### src/rtl/ctr_route_pkg.sv
package ctr_route_pkg;
    localparam int CH_PER_CHIP = 3;
    localparam int SEL_W       = 5;
    localparam int N_RATES     = 6;   // 20M, 10M, 1M, 100k, 10k, 1k
    localparam int N_DECADES   = 4;   // 1M, 100k, 10k, 1k

    // Clock selector codes
    localparam logic [SEL_W-1:0] CK_PIN   = 5'd0;
    localparam logic [SEL_W-1:0] CK_PREV  = 5'd6;
    localparam logic [SEL_W-1:0] CK_CHIP  = 5'd7;
    localparam logic [SEL_W-1:0] CK_HIGH  = 5'd8;
    localparam logic [SEL_W-1:0] CK_LOW   = 5'd9;
    localparam logic [SEL_W-1:0] CK_PAT   = 5'd10;
    localparam logic [SEL_W-1:0] CK_20M   = 5'd11;

    // Gate selector codes
    localparam logic [SEL_W-1:0] GT_ON     = 5'd0;
    localparam logic [SEL_W-1:0] GT_OFF    = 5'd1;
    localparam logic [SEL_W-1:0] GT_PIN    = 5'd2;
    localparam logic [SEL_W-1:0] GT_NN_INV = 5'd3;
    localparam logic [SEL_W-1:0] GT_PIN_N  = 5'd6;
    localparam logic [SEL_W-1:0] GT_NN     = 5'd7;
    localparam logic [SEL_W-1:0] GT_PAT    = 5'd8;
    localparam logic [SEL_W-1:0] GT_OCC    = 5'd9;
    localparam logic [SEL_W-1:0] GT_GONE   = 5'd10;
    localparam logic [SEL_W-1:0] GT_PAT_N  = 5'd11;
    localparam logic [SEL_W-1:0] GT_OCC_N  = 5'd12;
    localparam logic [SEL_W-1:0] GT_GONE_N = 5'd13;
endpackage

### src/rtl/ctr_route_prescaler.sv
module ctr_route_prescaler
    import ctr_route_pkg::*;
#(
    parameter int SYS_PER_20M = 2,
    localparam int C20W = $clog2(SYS_PER_20M + 1)
) (
    input  logic               clk,
    input  logic               rst_n,
    output logic [N_RATES-1:0] rate_tick_o
);
    typedef struct packed {
        logic [C20W-1:0]              c20;
        logic                         half;
        logic [N_DECADES-1:0][3:0]    dec;
    } pre_t;

    pre_t s_d, s_q;
    logic [N_RATES-1:0] tk;

    assign tk[0] = (s_q.c20 == C20W'(SYS_PER_20M - 1));
    assign tk[1] = tk[0] & s_q.half;

    for (genvar i = 0; i < N_DECADES; i++) begin : g_dec
        assign tk[i+2] = tk[i+1] & (s_q.dec[i] == 4'd9);
    end

    always_comb begin
        s_d = s_q;
        s_d.c20 = tk[0] ? '0 : s_q.c20 + 1'b1;
        if (tk[0]) s_d.half = ~s_q.half;
        for (int i = 0; i < N_DECADES; i++) begin
            if (tk[i+1]) s_d.dec[i] = (s_q.dec[i] == 4'd9) ? 4'd0 : s_q.dec[i] + 4'd1;
        end
    end

    always_ff @(posedge clk) begin
        if (!rst_n) s_q <= '0;
        else        s_q <= s_d;
    end

    assign rate_tick_o = tk;
endmodule

### src/rtl/ctr_route_pattern.sv
module ctr_route_pattern (
    input  logic clk,
    input  logic rst_n,
    input  logic pat_i,
    input  logic clr_i,
    output logic occ_o,
    output logic gone_o
);
    typedef struct packed {
        logic occ;
        logic gone;
    } lat_t;

    lat_t s_d, s_q;

    always_comb begin
        s_d = s_q;
        if (pat_i)                s_d.occ  = 1'b1;
        if (s_q.occ && !pat_i)    s_d.gone = 1'b1;
        if (clr_i)                s_d      = '0;
    end

    always_ff @(posedge clk) begin
        if (!rst_n) s_q <= '0;
        else        s_q <= s_d;
    end

    assign occ_o  = s_q.occ;
    assign gone_o = s_q.gone;
endmodule

### src/rtl/ctr_route_chan.sv
module ctr_route_chan
    import ctr_route_pkg::*;
(
    input  logic               clk,
    input  logic               rst_n,
    input  logic               clk_wr_i,
    input  logic               gate_wr_i,
    input  logic [SEL_W-1:0]   wr_data_i,
    input  logic [N_RATES-1:0] rate_tick_i,
    input  logic               pin_clk_i,
    input  logic               chip_clk_i,
    input  logic               prev_out_i,
    input  logic               pin_gate_i,
    input  logic               back2_out_i,
    input  logic               pat_i,
    input  logic               occ_i,
    input  logic               gone_i,
    output logic               tick_o,
    output logic               clk_lvl_o,
    output logic               clk_oe_o,
    output logic               gate_o,
    output logic               gate_oe_o
);
    typedef struct packed {
        logic [SEL_W-1:0] csel;
        logic [SEL_W-1:0] gsel;
        logic             lvl;
        logic             tick;
        logic             gate;
    } ch_t;

    ch_t s_d, s_q;
    logic lvl_n, gate_n;

    always_comb begin
        s_d = s_q;
        if (clk_wr_i)  s_d.csel = wr_data_i;
        if (gate_wr_i) s_d.gsel = wr_data_i;

        case (s_q.csel)
            CK_PIN:                lvl_n = pin_clk_i;
            5'd1, 5'd2, 5'd3,
            5'd4, 5'd5:            lvl_n = rate_tick_i[s_q.csel[2:0]];
            CK_PREV:               lvl_n = prev_out_i;
            CK_CHIP:               lvl_n = chip_clk_i;
            CK_HIGH:               lvl_n = 1'b1;
            CK_LOW:                lvl_n = 1'b0;
            CK_PAT:                lvl_n = pat_i;
            CK_20M:                lvl_n = rate_tick_i[0];
            default:               lvl_n = 1'b0;
        endcase

        case (s_q.gsel)
            GT_ON:      gate_n = 1'b1;
            GT_OFF:     gate_n = 1'b0;
            GT_PIN:     gate_n = pin_gate_i;
            GT_NN_INV:  gate_n = ~back2_out_i;
            GT_PIN_N:   gate_n = ~pin_gate_i;
            GT_NN:      gate_n = back2_out_i;
            GT_PAT:     gate_n = pat_i;
            GT_OCC:     gate_n = occ_i;
            GT_GONE:    gate_n = ~gone_i;
            GT_PAT_N:   gate_n = ~pat_i;
            GT_OCC_N:   gate_n = ~occ_i;
            GT_GONE_N:  gate_n = gone_i;
            default:    gate_n = 1'b0;
        endcase

        s_d.lvl  = lvl_n;
        s_d.tick = lvl_n & ~s_q.lvl;
        s_d.gate = gate_n;
    end

    always_ff @(posedge clk) begin
        if (!rst_n) begin
            s_q      <= '0;
            s_q.gate <= 1'b1;
        end else begin
            s_q <= s_d;
        end
    end

    assign tick_o    = s_q.tick;
    assign clk_lvl_o = s_q.lvl;
    assign gate_o    = s_q.gate;
    assign clk_oe_o  = (s_q.csel != CK_PIN);
    assign gate_oe_o = (s_q.gsel != GT_PIN);
endmodule

### src/rtl/ctr_route.sv
module ctr_route
    import ctr_route_pkg::*;
#(
    parameter int NCHIP       = 2,
    parameter int SYS_PER_20M = 2,
    localparam int NCH = NCHIP * CH_PER_CHIP,
    localparam int CW  = $clog2(NCH + 1),
    localparam int AW  = CW + 1
) (
    input  logic             clk,
    input  logic             rst_n,
    input  logic             wr_en,
    input  logic [AW-1:0]    wr_addr,
    input  logic [SEL_W-1:0] wr_data,
    input  logic [NCH-1:0]   ext_clk_i,
    input  logic [NCHIP-1:0] chip_clk_i,
    input  logic [NCH-1:0]   gate_pin_i,
    input  logic [NCH-1:0]   ctr_out_i,
    input  logic             pat_i,
    output logic [NCH-1:0]   tick_o,
    output logic [NCH-1:0]   clk_lvl_o,
    output logic [NCH-1:0]   clk_oe_o,
    output logic [NCH-1:0]   gate_o,
    output logic [NCH-1:0]   gate_oe_o
);
    logic [N_RATES-1:0] rate_tick;
    logic               occ, gone, clr;

    assign clr = wr_en && (wr_addr == '1);

    ctr_route_prescaler #(.SYS_PER_20M(SYS_PER_20M)) u_pre (
        .clk         (clk),
        .rst_n       (rst_n),
        .rate_tick_o (rate_tick)
    );

    ctr_route_pattern u_pat (
        .clk    (clk),
        .rst_n  (rst_n),
        .pat_i  (pat_i),
        .clr_i  (clr),
        .occ_o  (occ),
        .gone_o (gone)
    );

    for (genvar g = 0; g < NCHIP; g++) begin : g_chip
        localparam int PREV_CHIP = (g + NCHIP - 1) % NCHIP;
        for (genvar n = 0; n < CH_PER_CHIP; n++) begin : g_ch
            localparam int C     = g * CH_PER_CHIP + n;
            localparam int PREV  = (n > 0) ? C - 1 : PREV_CHIP * CH_PER_CHIP + 2;
            localparam int BACK2 = (n == 2) ? g * CH_PER_CHIP
                                            : PREV_CHIP * CH_PER_CHIP + n + 1;
            logic clk_wr, gate_wr;
            assign clk_wr  = wr_en && (wr_addr == {1'b0, CW'(C)});
            assign gate_wr = wr_en && (wr_addr == {1'b1, CW'(C)});

            ctr_route_chan u_ch (
                .clk         (clk),
                .rst_n       (rst_n),
                .clk_wr_i    (clk_wr),
                .gate_wr_i   (gate_wr),
                .wr_data_i   (wr_data),
                .rate_tick_i (rate_tick),
                .pin_clk_i   (ext_clk_i[C]),
                .chip_clk_i  (chip_clk_i[g]),
                .prev_out_i  (ctr_out_i[PREV]),
                .pin_gate_i  (gate_pin_i[C]),
                .back2_out_i (ctr_out_i[BACK2]),
                .pat_i       (pat_i),
                .occ_i       (occ),
                .gone_i      (gone),
                .tick_o      (tick_o[C]),
                .clk_lvl_o   (clk_lvl_o[C]),
                .clk_oe_o    (clk_oe_o[C]),
                .gate_o      (gate_o[C]),
                .gate_oe_o   (gate_oe_o[C])
            );
        end
    end
endmodule

### config.mk
export PLATFORM = sky130hd
export DESIGN_NAME = ctr_route
export DESIGN_NICKNAME = d
export VERILOG_FILES = /design/src/rtl/ctr_route_pkg.sv /design/src/rtl/ctr_route_prescaler.sv /design/src/rtl/ctr_route_pattern.sv /design/src/rtl/ctr_route_chan.sv /design/src/rtl/ctr_route.sv
export SDC_FILE = /design/constraint.sdc
export NUM_CORES = 1
export LEC_CHECK = 0
export BUFFER_PORTS_ARGS = -buffer_cell sky130_fd_sc_hd__buf_2
export CAP_MARGIN = 15
export CORE_UTILIZATION = 50
export DETAILED_ROUTE_END_ITERATION = 10
export PLACE_DENSITY = 0.84
export SLEW_MARGIN = 20
export SYNTH_ARGS = -nofsm -noshare
export SYNTH_HDL_FRONTEND = slang
export SYNTH_HIERARCHICAL = 1
export SYNTH_SLANG_ARGS = --single-unit
### constraint.sdc
create_clock -name clk -period 2.3 [get_ports clk]
set_input_delay 0.23 -clock clk [delete_from_list [all_inputs] [get_ports clk]]
set_output_delay 0.23 -clock clk [all_outputs]
set_load 0.03 [all_outputs]
# Word level (Yosys, flattened, before mapping)
# Cells that the tools add are included.
[classes] n_bitwise=34 n_reduce_logical=42 order_cmp=6 n_mux=28 n_eq_ne=143 addsub=5
[op_table] cell="equality test 5 x 4 -> 1 bit, second input constant" count=54
[op_table] cell="equality test 5 x 3 -> 1 bit, second input constant" count=36
[op_table] cell="equality test 5 x 2 -> 1 bit, second input constant" count=24
[op_table] cell="one-hot mux 1 bit (11 select lines)" count=6
[op_table] cell="logical NOT 5 bit" count=12
[op_table] cell="equality test 4 bit, second input constant" count=11
[op_table] cell="one-hot mux 1 bit (7 select lines)" count=6
[op_table] cell="equality test 5 x 1 -> 1 bit, second input constant" count=6
[op_table] cell="inequality test 5 x 2 -> 1 bit, second input constant" count=6
[op_table] cell="nonzero test 5 bit" count=6
[op_table] cell="OR reduction 5 bit" count=6
[op_table] cell="< comparator 3 x 4 -> 1 bit, second input constant" count=6
[op_table] cell="inverter 1 bit" count=23
[op_table] cell="binary-select mux 1 bit (select 3 bit)" count=6
[op_table] cell="adder 4 x 1 -> 4 bit, second input constant" count=4
[op_table] cell="two-way mux 4 bit" count=4
[op_table] cell="logical AND 1 bit" count=14
[op_table] cell="AND 1 bit" count=11
[op_table] cell="equality test 4 x 2 -> 1 bit, second input constant" count=2
[op_table] cell="equality test 4 x 3 -> 1 bit, second input constant" count=2
[op_table] cell="two-way mux 1 bit" count=6
[op_table] cell="equality test 4 x 1 -> 1 bit, second input constant" count=1
[op_table] cell="logical NOT 4 bit" count=1
[op_table] cell="OR reduction 2 bit" count=2
[op_table] cell="3 further kinds" count=3
[word_totals] output_inout_bits=30 register_bits=99 wordCells=296 input_bits=33

# Logic depth before layout (Yosys ltp)
[logic_depth] depth_word=10 ltp_mapped=9 depth_no_buf=9

# By module
# The synthesis kept the hierarchy.
[modules_own_cells] mod="ctr_route_chan" n_inst=6 seq_area_each_um2=260.2 cells_each=86 area_per_inst_um2=762.0
[modules_own_cells] mod="ctr_route_prescaler" n_inst=1 seq_area_each_um2=380.4 cells_each=105 area_per_inst_um2=1018.5
[modules_own_cells] mod="ctr_route" n_inst=1 seq_area_each_um2=0.0 cells_each=20 area_per_inst_um2=105.1
[modules_own_cells] mod="ctr_route_pattern" n_inst=1 seq_area_each_um2=40.0 cells_each=8 area_per_inst_um2=72.6

# Least setup slack after synthesis
# OpenSTA, ideal clock, no wires.
[synth_path] path_kind="register to register" from="register u_pre/s_q[17] (netlist name)" to="register g_chip[0].g_ch[0].u_ch.s_q, in the netlist g_chip[0].g_ch[0].u_ch/tick_o" path_stages_with_launch=9 synth_period_minus_slack_ps=2136 path_slack_ps=164 arrival_time_ps=2057 path_buffers=0 required_ps=2220 setup_ps=80 path_cell_list="dfxtp_1 -> ha_1 -> nand4b_4 -> nor4_4 -> and3b_1 -> nor2b_1 -> o21ai_1 -> o2111ai_1 -> a211oi_2"
[synth_between] elab_chain_len=10
[synth_lines] element="start, declared" line="ctr_route_prescaler.sv:17" rtl="pre_t s_d, s_q;"
[synth_lines] element="start signal, assigned" line="ctr_route_prescaler.sv:37" rtl="if (!rst_n) s_q <= '0;"
[synth_lines] element="start signal, assigned" line="ctr_route_prescaler.sv:38" rtl="else s_q <= s_d;"
[synth_lines] element="equality test 2 x 1 -> 1 bit" line="ctr_route_prescaler.sv:20" rtl="assign tk[0] = (s_q.c20 == C20W'(SYS_PER_20M - 1));"
[synth_lines] element="via rate_tick[0]" line="ctr_route.sv:26" rtl="logic [N_RATES-1:0] rate_tick;"
[synth_lines] element="AND 1 bit" line="ctr_route_prescaler.sv:21" rtl="assign tk[1] = tk[0] & s_q.half;"
[synth_lines] element="AND 1 bit (4 in a row)" line="ctr_route_prescaler.sv:24" rtl="assign tk[i+2] = tk[i+1] & (s_q.dec[i] == 4'd9);"
[synth_lines] element="via rate_tick[5]" line="ctr_route.sv:26"
[synth_lines] element="binary-select mux 1 bit (select 3 bit)" line="ctr_route_chan.sv:43" rtl="5'd4, 5'd5: lvl_n = rate_tick_i[s_q.csel[2:0]];"
[synth_lines] element="two-way mux 1 bit (not written as such)" line="ctr_route_chan.sv:43"
[synth_lines] element="one-hot mux 1 bit (7 select lines)" line="ctr_route_chan.sv:40" rtl="case (s_q.csel)"
[synth_lines] element="AND 1 bit" line="ctr_route_chan.sv:70" rtl="s_d.tick = lvl_n & ~s_q.lvl;"
[synth_lines] element="end, declared" line="ctr_route_chan.sv:32" rtl="ch_t s_d, s_q;"
# The timed path passes the listed nets, and every way through them passes these cells. The select of a mux whose other input is x is not followed.
# A chain may end at the register's enable or synchronous reset.

# Final worst setup path
[layout_path] from="register u_pre/s_q[11] (netlist name)" to="register g_chip[0].g_ch[0].u_ch.s_q, in the netlist g_chip[0].g_ch[0].u_ch/tick_o"
[layout_between] elab_chain_len=7
[layout_lines] element="equality test 4 bit (*)" line="ctr_route_prescaler.sv:24"
[layout_lines] element="AND 1 bit (*)" line="ctr_route_prescaler.sv:24"
[layout_lines] element="via rate_tick[4]" line="ctr_route.sv:26"
[layout_lines] element="AND 1 bit" line="ctr_route_prescaler.sv:24"
[layout_lines] element="binary-select mux 1 bit (select 3 bit) (*)" line="ctr_route_chan.sv:43"
[layout_lines] element="two-way mux 1 bit (not written as such) (*)" line="ctr_route_chan.sv:43"
[layout_lines] element="one-hot mux 1 bit (7 select lines) (*)" line="ctr_route_chan.sv:40"
[layout_lines] element="AND 1 bit (*)" line="ctr_route_chan.sv:70"
# The timed path passes the listed nets; every way through them passes the cells marked *. The select of a mux whose other input is x is not followed.

==> metrics.md <==
| Metric | Value |
|---|---|
| Layout cells sized above 1 | 18.0% |
| Status | finished, final reports clean |
| Simple-gate share of the synthesized area | 33.0% |
| Die Height | 109 um |
| Area contributors post-synth | dfxtp_1, mux2i_1, nor2b_1 |
| Row Count | 38 |
| Hold slack | 294 ps |
| Die area | 12,000 um2 |
| Cell family with most CP delay | simple AND/OR/NAND/NOR gates |
| First-pass DRT Iterations | 6 |
| Power Density | 569 nW/um2 |
| Seq/Total Area, Yosys | 34.4% |
| Worst Path Required | 2570 ps |
| Largest net degree at the start of global routing | 95 |
| Worst slew pin tran | 715 ps |
| H-tree depth | 3 |
| Setup Viol. Count Final | 0 |
| Hold_buf cts | 0 |
| First-pass GRT wire length | 22,300 um |
| Tcrit/Tclk final | 92.6% |
| Yosys reg bits | 99 |
| Final std cells w/o fill | 834 |
| Area of the multi-input gates | 3510 um2 |
| Max FO, Critical Path | 6 |
| GP Congestion | 0.829 |
| Cts bufs inserted | 9 |
| Final hold violations | 0 |
| Gr ovfl total | 0 |
| Clk Latency, worst-skew pair | 350 ps |
| Die width | 109 um |
| Port Buffers | 62 |
| HP Class | in -> reg |
| Slew HR | 52.2% |
| Fin Setup TNS | 0 ps |
| DRC | 0 |
| Distinct cells, synth | 53 |
| Slew Viols, Final | 0 |
| Top-area cell type share of the netlist area | 34.4% |
| Antenna Nets Post-Route | 0 |
| Overall Global Routing Usage | 24.1% |
| Clock-pin slew on the worst setup and hold paths | 70 ps |
| Clock skew | 6.28 ps |
| Lkg Pwr | 2.25 nW |
| XOR/XNOR Fraction of Synth Area | 1.97% |
| Largest family of logic cells by synthesized area | simple AND/OR/NAND/NOR gates |
| Post-synthesis cell area | 5770 um2 |
| Final worst path period need | 2130 ps |
| Critical Path AT | 2400 ps |
| Maximum vdd ir drop | 0.378 mV |
| Critical Path, Cell by Cell | or3b_2, nor4_4, buf_4, nor2_1, o21ai_0, o2111ai_1, a211oi_2 |
| Slowest CP cell | or3b_2 |
| Mux share of post-synthesis cell area | 14.2% |
| Maximum clock frequency | 469 MHz |
| Initial antenna violation count | 0 |
| Max Cap Viol | 0 |
| Adder-cell area share of the yosys netlist | 0.217% |
| Vias in the first global route | 4,825 |
| Post-synthesis compound-gate area fraction | 11.5% |
| I/O pin count | 63 |
| Antenna Cells | 0 |
| Vias per Instance | 5.94 |
| TritonCTS clock tree | built |
| Nets | 723 |
| Area leader, netlist | dfxtp_1 |
| Clock sink count | 99 |
| Worst Path Buf+Inv | 1 |
| Synth Instances | 649 |
| Initial Utilization | 52.3% |
| HPWL after DPL | 9530 um |
| CP Launch Type | flip-flop |
| WL/cell | 16.6 um |
| Yosys synthesis warning count | 6 |
| Crit path largest cell delay | 500 ps |
| Root Buffer | clkbuf_16 |
| Syn Area/Cell | 8.89 um2 |
| Dpl cells | 816 |
| Placeable Area | 11,000 um2 |
| Area grow syn2layout | 10.9% |
| # fillers | 978 |
| Vias | 4,957 |
| Area taken by flip-flops and latches | 1980 um2 |
| Setup Crit Path Kind | reg -> reg |
| Critical Path End Type | flip-flop |
| Number of DRC markers in iteration 0 | 218 |
| CTS max path bufs | 2 |
| Final wirelength | 13,900 um |
| RSZ-0062 raised after global routing | no |
| Syn_nets | 683 |
-- path summary, 6_finish.rpt --
kind / startpoint / to / slack, ps / cells past startpoint
setup / recovery: u_pre/s_q[11] / g_chip[0].g_ch[0].u_ch/tick_o / 170 / 7
hold / removal: ext_clk_i[2] / g_chip[0].g_ch[2].u_ch/clk_lvl_o / 290 / 4
setup reg to reg: u_pre/s_q[11] / g_chip[0].g_ch[0].u_ch/tick_o / 170 / 7
hold reg to reg: u_pre/s_q[17] / u_pre/s_q[17] / 430 / 1
-- what timing repair did --
item	CTS	global route
gates resized for setup	0	1
hold endpoints to repair	0	0
setup buffers	0	2
setup endpoints to repair	0	2
-- layout by cell type, fill, tap and decap left out, types with 14 or more instances in the layout --
cell type / count
nor3b_1: 14
buf_2: 62
mux2i_1: 66
nand2_1: 28
nor2_1: 57
a21oi_1: 16
dfxtp_1: 99
nor3_1: 29
o21ai_0: 16
nor2b_1: 87
-- kinds of logic after synthesis --
logic type,after synthesis
adder cells (fa/ha/maj),1
flip-flops,99
buffers and inverters,55
XOR/XNOR,13
multiplexers,78
AO/OA/AOI/OAI,98
AND/OR/NAND/NOR,305
-- worst reg2reg max path, cell delays in order (launching register included) --
cell and delay (ps):
dfxtp_1 410, or3b_2 500, nor4_4 310, buf_4 200, nor2_1 40, o21ai_0 150
o2111ai_1 190, a211oi_2 250
-- where the power goes --
group          switching [W]  leakage [nW]  internal (W)
registers          0.0000577         0.803       0.00176
logic               0.000232          1.31      0.000172
clock network       0.000683         0.136      0.000739
total               0.000973          2.25       0.00267
-- metrics by stage --
step | util, % | setup WS [ps] | area, um2 | power [W]
2_1_floorplan | - | 164 | 5770 | 0.00211
3_3_place_gp | 55.3 | 226 | 6100 | 0.00224
3_5_place_dp | 55.3 | 163 | 6100 | 0.00226
4_1_cts | 57.8 | 126 | 6380 | 0.00367
5_1_grt | 58.0 | 37.0 | 6390 | 0.00376
6_report | 58.0 | 169 | 6390 | 0.00364
-- Yosys cell counts (all sizes together) --
cell,number
or2b,6
o2111ai,6
a31oi,12
a21boi,4
xnor2,9
nand4b,7
clkbuf,26
a21o,6
and3b,3
nor4b,6
nand4,12
nand3b,8
nand2,28
nor3b,14
xor2,4
mux2i,66
nor4,11
o41ai,6
buf,18
a21oi,17
o21ai,28
or3,1
nor2,57
ha,1
nand4bb,2
o221ai,6
inv,11
a211oi,12
and3,6
dfxtp,99
nand2b,7
o211ai,1
nand3,3
or2,7
nor3,31
mux2,12
or3b,2
and2,7
nor2b,87
-- sequential cells by signal (all words and copies together), names as in the netlist --
signal and flops:
u_pre/s_q 19, g_chip.g_ch.u_ch/tick_o 6, g_chip.g_ch.u_ch/clk_lvl_o 6, g_chip.g_ch.u_ch/gate_o 6
u_pat/occ_o 1, g_chip.g_ch.u_ch/s_q 60, u_pat/gone_o 1
-- area by class of cell --
cell class / count / share of cell area (%)
clock buffer: 9 / 3.52
clock inverter: 7 / 0.822
inverter: 11 / 0.646
multi-input combinational: 495 / 54.9
sequential: 99 / 31.0
tap: 140 / 2.74
timing repair buffer: 73 / 6.34
-- routing by layer --
metal,part of all wire [%],up-vias,global-route usage [%]
met5,0,-,0
met4,2.7,0,11.4
met3,6.7,35,6.82
met2,50,161,42.1
met1,40,2384,27.1
li1,-,2377,-
Power figures use the tool's default switching activity.
